## config.mk

```make
export PLATFORM = sky130hd
export DESIGN_NAME = watchdog_core
export DESIGN_NICKNAME = d
export VERILOG_FILES = /design/src/rtl/wdg_pkg.sv /design/src/rtl/wdg_ctrl.sv /design/src/rtl/wdg_datapath.sv /design/src/rtl/watchdog_core.sv
export SDC_FILE = /design/constraint.sdc
export NUM_CORES = 1
export LEC_CHECK = 0
export BUFFER_PORTS_ARGS = -buffer_cell sky130_fd_sc_hd__buf_2
export CORE_ASPECT_RATIO = 0.6
export CORE_MARGIN = 2
export CORE_UTILIZATION = 59
export DETAILED_ROUTE_END_ITERATION = 6
export PLACE_DENSITY = 0.95
export SLEW_MARGIN = 20
export SYNTH_ARGS = -nofsm -noshare
export SYNTH_HDL_FRONTEND = slang
export SYNTH_HIERARCHICAL = 1
export SYNTH_SLANG_ARGS = --single-unit
```

## constraint.sdc

```tcl
create_clock -name clk -period 4.8 [get_ports clk]
set_clock_uncertainty 0.2 [all_clocks]
set_input_delay 0.72 -clock clk [delete_from_list [all_inputs] [get_ports clk]]
set_output_delay 0.72 -clock clk [all_outputs]
set_load 0.01 [all_outputs]
```

## src/rtl/wdg_pkg.sv

```systemverilog
package wdg_pkg;
  localparam int SEL_W      = 3;
  localparam int NUM_LIMITS = 1 << SEL_W;

  // Strobes from the register control to the counting datapath
  typedef struct packed {
    logic             clear;  // restart the count this cycle
    logic             run;    // enable bit
    logic [SEL_W-1:0] sel;    // timeout select code
  } wdgCmd_t;
endpackage

```

## src/rtl/wdg_ctrl.sv

```systemverilog
module wdg_ctrl
  import wdg_pkg::*;
#(
  parameter int          ADDR_W    = 12,
  parameter int          DATA_W    = 8,
  parameter int unsigned CFG_ADDR  = 32'h60C,
  parameter int unsigned KEEP_ADDR = 32'h60D
) (
  input  logic              clk,
  input  logic              rst,
  input  logic [ADDR_W-1:0] busAddr,
  input  logic              busWrEn,
  input  logic              busRdEn,
  input  logic [DATA_W-1:0] busWrData,
  output logic [DATA_W-1:0] busRdData,
  output wdgCmd_t           cmd
);
  localparam logic [ADDR_W-1:0] CFG_A  = ADDR_W'(CFG_ADDR);
  localparam logic [ADDR_W-1:0] KEEP_A = ADDR_W'(KEEP_ADDR);
  localparam int STATUS_W = SEL_W + 1;

  logic             enReg;
  logic [SEL_W-1:0] selReg;
  logic             cfgHit;
  logic             cfgWr;
  logic             keepAccess;

  assign cfgHit     = (busAddr == CFG_A);
  assign cfgWr      = busWrEn && cfgHit;
  assign keepAccess = (busWrEn || busRdEn) && (busAddr == KEEP_A);

  always_ff @(posedge clk) begin
    if (rst) begin
      enReg  <= 1'b0;
      selReg <= '0;
    end else if (cfgWr) begin
      enReg  <= busWrData[0];
      selReg <= busWrData[STATUS_W-1:1];
    end
  end

  assign busRdData = (busRdEn && cfgHit) ? DATA_W'({selReg, enReg}) : '0;

  always_comb begin
    cmd.clear = cfgWr || keepAccess;
    cmd.run   = enReg;
    cmd.sel   = selReg;
  end

  // a configuration write loads enable and select
  p_cfg_load_r7: assert property (@(posedge clk) disable iff (rst)
    cfgWr |=> (cmd.run == $past(busWrData[0])) && (cmd.sel == $past(busWrData[STATUS_W-1:1])));

  // writes elsewhere leave the configuration alone
  p_other_addr_r9: assert property (@(posedge clk) disable iff (rst)
    (busWrEn && !cfgHit) |=> $stable({cmd.run, cmd.sel}));
endmodule

```

## src/rtl/wdg_datapath.sv

```systemverilog
module wdg_datapath
  import wdg_pkg::*;
#(
  parameter int LIMIT_BASE = 2,
  parameter int TOP_EXP    = 15,
  parameter bit HOLD_RESET = 1'b0,
  parameter int CNT_W      = 17
) (
  input  logic    clk,
  input  logic    rst,
  input  logic    tick,
  input  wdgCmd_t cmd,
  output logic    resetReq
);
  logic [CNT_W-1:0] limitTab [NUM_LIMITS];
  logic [CNT_W-1:0] limitSel;
  logic [CNT_W-1:0] count;
  logic [CNT_W-1:0] countNext;
  logic             expireNow;

  for (genvar g = 0; g < NUM_LIMITS; g++) begin : g_limit
    localparam int SH = (g * TOP_EXP) / (NUM_LIMITS - 1);
    assign limitTab[g] = CNT_W'(LIMIT_BASE) << SH;
  end

  assign limitSel  = limitTab[cmd.sel];
  assign countNext = count + CNT_W'(1);
  assign expireNow = !cmd.clear && cmd.run && tick && (countNext == limitSel);

  always_ff @(posedge clk) begin
    if (rst) begin
      count <= '0;
    end else if (cmd.clear || expireNow) begin
      count <= '0;
    end else if (cmd.run && tick) begin
      count <= countNext;
    end
  end

  if (HOLD_RESET) begin : g_hold
    logic heldReq;
    always_ff @(posedge clk) begin
      if (rst) heldReq <= 1'b0;
      else     heldReq <= heldReq || expireNow;
    end
    assign resetReq = heldReq;

    // once raised, the request stays until reset
    p_req_held_r6: assert property (@(posedge clk) disable iff (rst)
      resetReq |=> resetReq);
  end else begin : g_pulse
    logic pulseReq;
    always_ff @(posedge clk) begin
      if (rst) pulseReq <= 1'b0;
      else     pulseReq <= expireNow;
    end
    assign resetReq = pulseReq;

    // one cycle per expiry (every limit is at least two ticks)
    p_single_pulse_r5: assert property (@(posedge clk) disable iff (rst)
      resetReq |=> !resetReq);
  end

  // the count never sits at or above the selected limit
  p_below_limit_r4: assert property (@(posedge clk) disable iff (rst)
    count < limitSel);

  // a refresh or configuration write leaves a zero count
  p_clear_zero_r3: assert property (@(posedge clk) disable iff (rst)
    cmd.clear |=> count == '0);

  // no movement while disabled
  p_idle_when_off_r2: assert property (@(posedge clk) disable iff (rst)
    (!cmd.run && !cmd.clear) |=> $stable(count));

  // a new request only comes from a running watchdog
  p_expire_needs_run_r4: assert property (@(posedge clk) disable iff (rst)
    $rose(resetReq) |-> $past(cmd.run));
endmodule

```

## src/rtl/watchdog_core.sv

```systemverilog
module watchdog_core
  import wdg_pkg::*;
#(
  parameter int          ADDR_W     = 12,
  parameter int          DATA_W     = 8,
  parameter int unsigned CFG_ADDR   = 32'h60C,
  parameter int unsigned KEEP_ADDR  = 32'h60D,
  parameter int          LIMIT_BASE = 2,
  parameter int          TOP_EXP    = 15,
  parameter bit          HOLD_RESET = 1'b0
) (
  input  logic              clk,
  input  logic              rst,
  input  logic              tick,
  input  logic [ADDR_W-1:0] busAddr,
  input  logic              busWrEn,
  input  logic              busRdEn,
  input  logic [DATA_W-1:0] busWrData,
  output logic [DATA_W-1:0] busRdData,
  output logic              resetReq
);
  localparam int CNT_W = $clog2(LIMIT_BASE << TOP_EXP) + 1;

  wdgCmd_t cmd;

  wdg_ctrl #(
    .ADDR_W(ADDR_W), .DATA_W(DATA_W),
    .CFG_ADDR(CFG_ADDR), .KEEP_ADDR(KEEP_ADDR)
  ) u_ctrl (
    .clk(clk), .rst(rst),
    .busAddr(busAddr), .busWrEn(busWrEn), .busRdEn(busRdEn),
    .busWrData(busWrData), .busRdData(busRdData),
    .cmd(cmd)
  );

  wdg_datapath #(
    .LIMIT_BASE(LIMIT_BASE), .TOP_EXP(TOP_EXP),
    .HOLD_RESET(HOLD_RESET), .CNT_W(CNT_W)
  ) u_dp (
    .clk(clk), .rst(rst), .tick(tick), .cmd(cmd), .resetReq(resetReq)
  );
endmodule

```

### After elaboration in Yosys (flattened, before gate mapping)

Memory sizes are Yosys's and may differ from the RTL's.
Cells that the tools add are included.

| storage, ports and cells | value |
|---|---|
| memory bits (read-only) | 136 |
| register bits after elaboration | 22 |
| output and inout port bits | 9 |
| memories | 1 |
| logic and storage cells | 26 |
| input port bits | 25 |

| cells by class | value |
|---|---|
| $add $sub $neg | 1 |
| bitwise gates (word level) | 1 |
| reductions and logical operators | 12 |
| multiplexer cells | 3 |
| magnitude comparators | 1 |
| equal/unequal tests | 3 |

Memories:

| memory | depth | bits a word | rd ports | clocked after Yosys merged registers in | write ports | line | source |
|---|---|---|---|---|---|---|---|
| (no name shown) | 8 | 17 | 1 | 0 | 0 | wdg_datapath.sv:26 | `assign limitSel = limitTab[cmd.sel];` |

Operators by type and width:

| operator | count |
|---|---|
| 2-to-1 mux 17 bit | 2 |
| equality test 12 x 11 -> 1 bit, second input constant | 2 |
| adder 17 x 1 -> 17 bit, second input constant | 1 |
| equality test 17 bit | 1 |
| logical AND 1 bit | 7 |
| >= comparator 4 bit, second input constant | 1 |
| 2-to-1 mux 4 bit | 1 |
| inverter 3 -> 4 bit | 1 |
| logical OR 1 bit | 3 |
| OR reduction 2 bit | 1 |
| logical NOT 1 bit | 1 |

### Depth between registers and ports, before layout

| depth | value |
|---|---|
| word-level depth | 9 |
| gate-level depth with buffers | 8 |
| mapped depth without buffers | 7 |

### Modules after synthesis

Netlist, hierarchy kept.

Modules (own cells, without submodules):

| module | cells an instance | sequential area each (um2) | area each (um2) | times used |
|---|---|---|---|---|
| wdg_datapath | 170 | 360.3 | 1317.5 | 1 |
| wdg_ctrl | 35 | 80.1 | 315.3 | 1 |

### Worst setup path before layout

Ideal clock, no wire load.

| timing | value |
|---|---|
| kind | input to output |
| start | input port busAddr[5] |
| end | output port busRdData[0] |
| cell stages on the path | 3 |
| path buffers | 0 |
| path slack | 2.110 ns |
| arrival time | 1.770 ns |
| cell sequence | or4_4 -> nor3_1 -> and3_1 |

| on the way | value |
|---|---|
| word-level cells in the longest chain between the ends | 3 |

Ends and longest elaborated chain:

| item | line | source |
|---|---|---|
| start: declaration | watchdog_core.sv:15 | `input logic [ADDR_W-1:0] busAddr,` |
| equality test 12 x 11 -> 1 bit | wdg_ctrl.sv:28 | `assign cfgHit = (busAddr == CFG_A);` |
| logical AND 1 bit | wdg_ctrl.sv:42 | `assign busRdData = (busRdEn && cfgHit) ? DATA_W'({selReg, enReg}) : '0;` |
| 2-to-1 mux 4 bit | wdg_ctrl.sv:42 |  |
| end: declaration | watchdog_core.sv:19 | `output logic [DATA_W-1:0] busRdData,` |

Every way passes these cells.

### Final worst setup path

Same ends and word-level chain as after synthesis.

==> results.py <==
metrics = {
    "routing": {
        "first_pass_iters": 4,
        "drc": 0,
        "via_per_inst": 5.81,
        "drt_iter0_markers": 135,
        "post_drt_wl_per_cell_microns": 14.9,
        "drtAntennaViolNets": 0,
        "wl_microns": 3780,
        "via_count": 1470,
    },
    "sta": {
        "relSlewSlack_pct": 45.5,
        "period_share_pct": 61.8,
        "fin_crit_ns": 2.96,
        "slew_violations": 0,
        "final-setup-viol-count": 0,
        "rsz0062_at_grt": "no",
        "final_hold_viol_count": 0,
        "worstMarginPinSlew_ns": 0.810,
        "max_freq_ghz": 0.337,
        "finalSetupTns_ns": 0,
    },
    "clocking": {
        "holdBufCountCts": 0,
        "clockBufferDepth": 2,
        "postCtsSetupBuffers": 0,
        "cts.repair.resized": 0,
        "worstSkewPairLatency_ns": 0.27,
        "cts_root_buffer": "clkbuf_8",
        "tritoncts": "built",
        "cts_buffers": 3,
        "path_clk_slew_ns": 0.07,
        "htree_levels": 1,
        "cts_sinks": 22,
    },
    "global_routing": {
        "grt_max_degree": 16,
        "grt_pass1_wl_microns": 6530,
        "grt_pass1_vias": 1410,
        "antenna_found_initial": 0,
        "overflow": 0,
        "grtUsageTotal_pct": 26.3,
    },
    "finish": {
        "drive_gt1_share_pct": 18.1,
        "layout_commonest_cell": "nor2_1",
        "design_area_sq_um": 1770,
        "final_cells": 253,
        "fin_nets": 248,
        "fill_cells": 214,
        "final_cell_mix": "nor2_1, buf_2, dfxtp_1, nand3_1, xnor2_1",
        "n_antenna_cell": 0,
        "syn2layout_area_growth_pct": 8.51,
    },
    "floorplanning": {
        "die_y_microns": 44.8,
        "io_pins": 34,
        "rows": 14,
        "die_area_sq_um": 3220,
        "start_util_pct": 63.8,
        "core-area_sq_um": 2560,
        "fp.dieW_microns": 71.9,
    },
    "setup_path": {
        "cp_data_arrival_time_ns": 2.04,
        "worst-path-max-fanout": 4,
        "r2r_slack_ns": 2.15,
        "endpoint_kind": "output pin",
        "r2r_cells": 7,
        "critPathLaunch": "busAddr[5]",
        "cp-endpoint": "busRdData[0]",
        "worst_r2r_startpoint": "u_dp/count[0]$_SDFFE_PP0P_",
        "cp.required_ns": 3.88,
        "cp-start-kind": "input port",
        "regToRegEndpoint": "u_dp/count[7]$_SDFFE_PP0P_",
        "critPathKind": "input port to output pin",
    },
    "min_path": {
        "hold_path.class": "flop to flop",
        "min_path_cells": 2,
    },
    "yosys": {
        "ys_types": 49,
        "synth_xor_area_share_pct": 14.5,
        "synth_top_family_by_area": "simple AND/OR/NAND/NOR gates",
        "ys.flop_type": "dfxtp_1",
        "synthTopCellsByArea": "dfxtp_1, xnor2_1, xor2_1",
        "syn_area_per_cell_sq_um": 7.96,
        "yosys.area_share.adder_pct": 0.766,
        "ys_async_sr_fraction_pct": 0,
        "syn_inst": 205,
        "synth_area_sq_um": 1630,
        "yosys.area.top_type": "dfxtp_1",
        "synth_top_area_share_pct": 27.0,
        "synth_warnings": 6,
        "yosys.area_share.simple_pct": 39.1,
        "synthMuxAreaShare_pct": 3.07,
        "synth_compound_area_share_pct": 9.50,
        "synth_enable_flop_cells": 0,
        "postSynthRegisterBits": 22,
        "ys_seq_area_share_pct": 27.0,
    },
    "placement": {
        "placed_cells": 249,
        "gp_congestion": 0.892,
        "placed_area_sq_um": 1720,
        "dp_hpwl_microns": 2850,
        "io_buffers": 25,
    },
    "flow_run": {
        "maxCapViolations": 0,
    },
    "pwr": {
        "ir_drop_mv": 0.160,
        "p_leak_nw": 0.625,
        "power_mw": 0.336,
        "power_density_nw_per_um2": 189,
    },
    "status": {
        "status": "finished, final reports clean",
    },
}
[worst min-delay path by stage]
stage / endpoint / startpoint / slack [ns]
after floorplan: u_ctrl/selReg[2]$_SDFFE_PP0P_ / u_ctrl/selReg[2]$_SDFFE_PP0P_ / 0.26
after global placement: u_dp/count[1]$_SDFFE_PP0P_ / u_dp/count[1]$_SDFFE_PP0P_ / 0.30
after detailed placement: u_dp/count[1]$_SDFFE_PP0P_ / u_dp/count[1]$_SDFFE_PP0P_ / 0.31
after CTS: u_dp/count[1]$_SDFFE_PP0P_ / u_dp/count[1]$_SDFFE_PP0P_ / 0.33
after global routing: u_dp/count[1]$_SDFFE_PP0P_ / u_dp/count[1]$_SDFFE_PP0P_ / 0.35
final: u_dp/count[1]$_SDFFE_PP0P_ / u_dp/count[1]$_SDFFE_PP0P_ / 0.33
[flip-flops by register name (all words and copies together), names as in the netlist]
name / cells
u_ctrl/enReg: 1
u_dp/count: 17
u_dp/resetReq: 1
u_ctrl/selReg: 3
[cell families after synthesis]
family | Yosys count
mux | 5
other cells | 1
simple gates | 112
buf+inv | 17
xor+xnor | 27
compound gates | 20
fa+ha+maj | 1
flops | 22
[report_power, final]
part | switching (mW) | total (mW) | internal, mW
logic | 0.0109 | 0.0206 | 0.00965
clock network | 0.0596 | 0.133 | 0.0732
registers | 0.0000113 | 0.182 | 0.182
total | 0.0706 | 0.336 | 0.265
[final cells by class]
type	instances	area [sq um]	share of cell area (%)
inverter	1	3.75	0.212
sequential	22	440	24.9
multi-input combinational	169	1110	62.5
timing repair buffer	25	125	7.06
clock buffer	4	55.1	3.11
tap	32	40.0	2.26
[layer usage]
| metal | vias up | part of all wire [%] | GRT usage (%) |
|---|---|---|---|
| met3 | 4 | 6.6 | 5.80 |
| met2 | 49 | 46 | 44.4 |
| li1 | 750 | - | - |
| met1 | 667 | 47 | 35.0 |
| met5 | - | 0 | 0 |
| met4 | 0 | 0.45 | 6.79 |
[per-stage QoR]
step / hold slack (ns) / utilization [%] / setup slack (ns)
detailed placement: 0.314 / 67.1 / 1.84
global route: 0.351 / 69.3 / 1.76
CTS: 0.326 / 69.3 / 1.84
global placement: 0.304 / 67.1 / 1.84
finish: 0.327 / 69.3 / 1.84
floorplan: 0.255 / - / 2.11
[critical path, stage by stage]
cell	delay, ns
buf_2	0.09
or4_4	0.56
nor3_1	0.34
and3_1	0.21
buf_2	0.12
[cells in the mapped netlist, drive strengths merged (2+ instances only)]
library cell / instances
and3: 8
nand4b: 2
nand4: 4
xnor2: 14
buf: 11
or3b: 2
o21a: 2
nor3b: 2
nand2b: 11
nor4: 5
xor2: 13
mux2i: 5
o21ai: 4
nor2: 27
or4: 2
nor3: 9
dfxtp: 22
nand3: 23
a21oi: 3
o211ai: 3
nor2b: 2
nor4bb: 2
nand2: 5
clkbuf: 5
or2: 3
No activity file was read; power rests on OpenSTA's default activity.
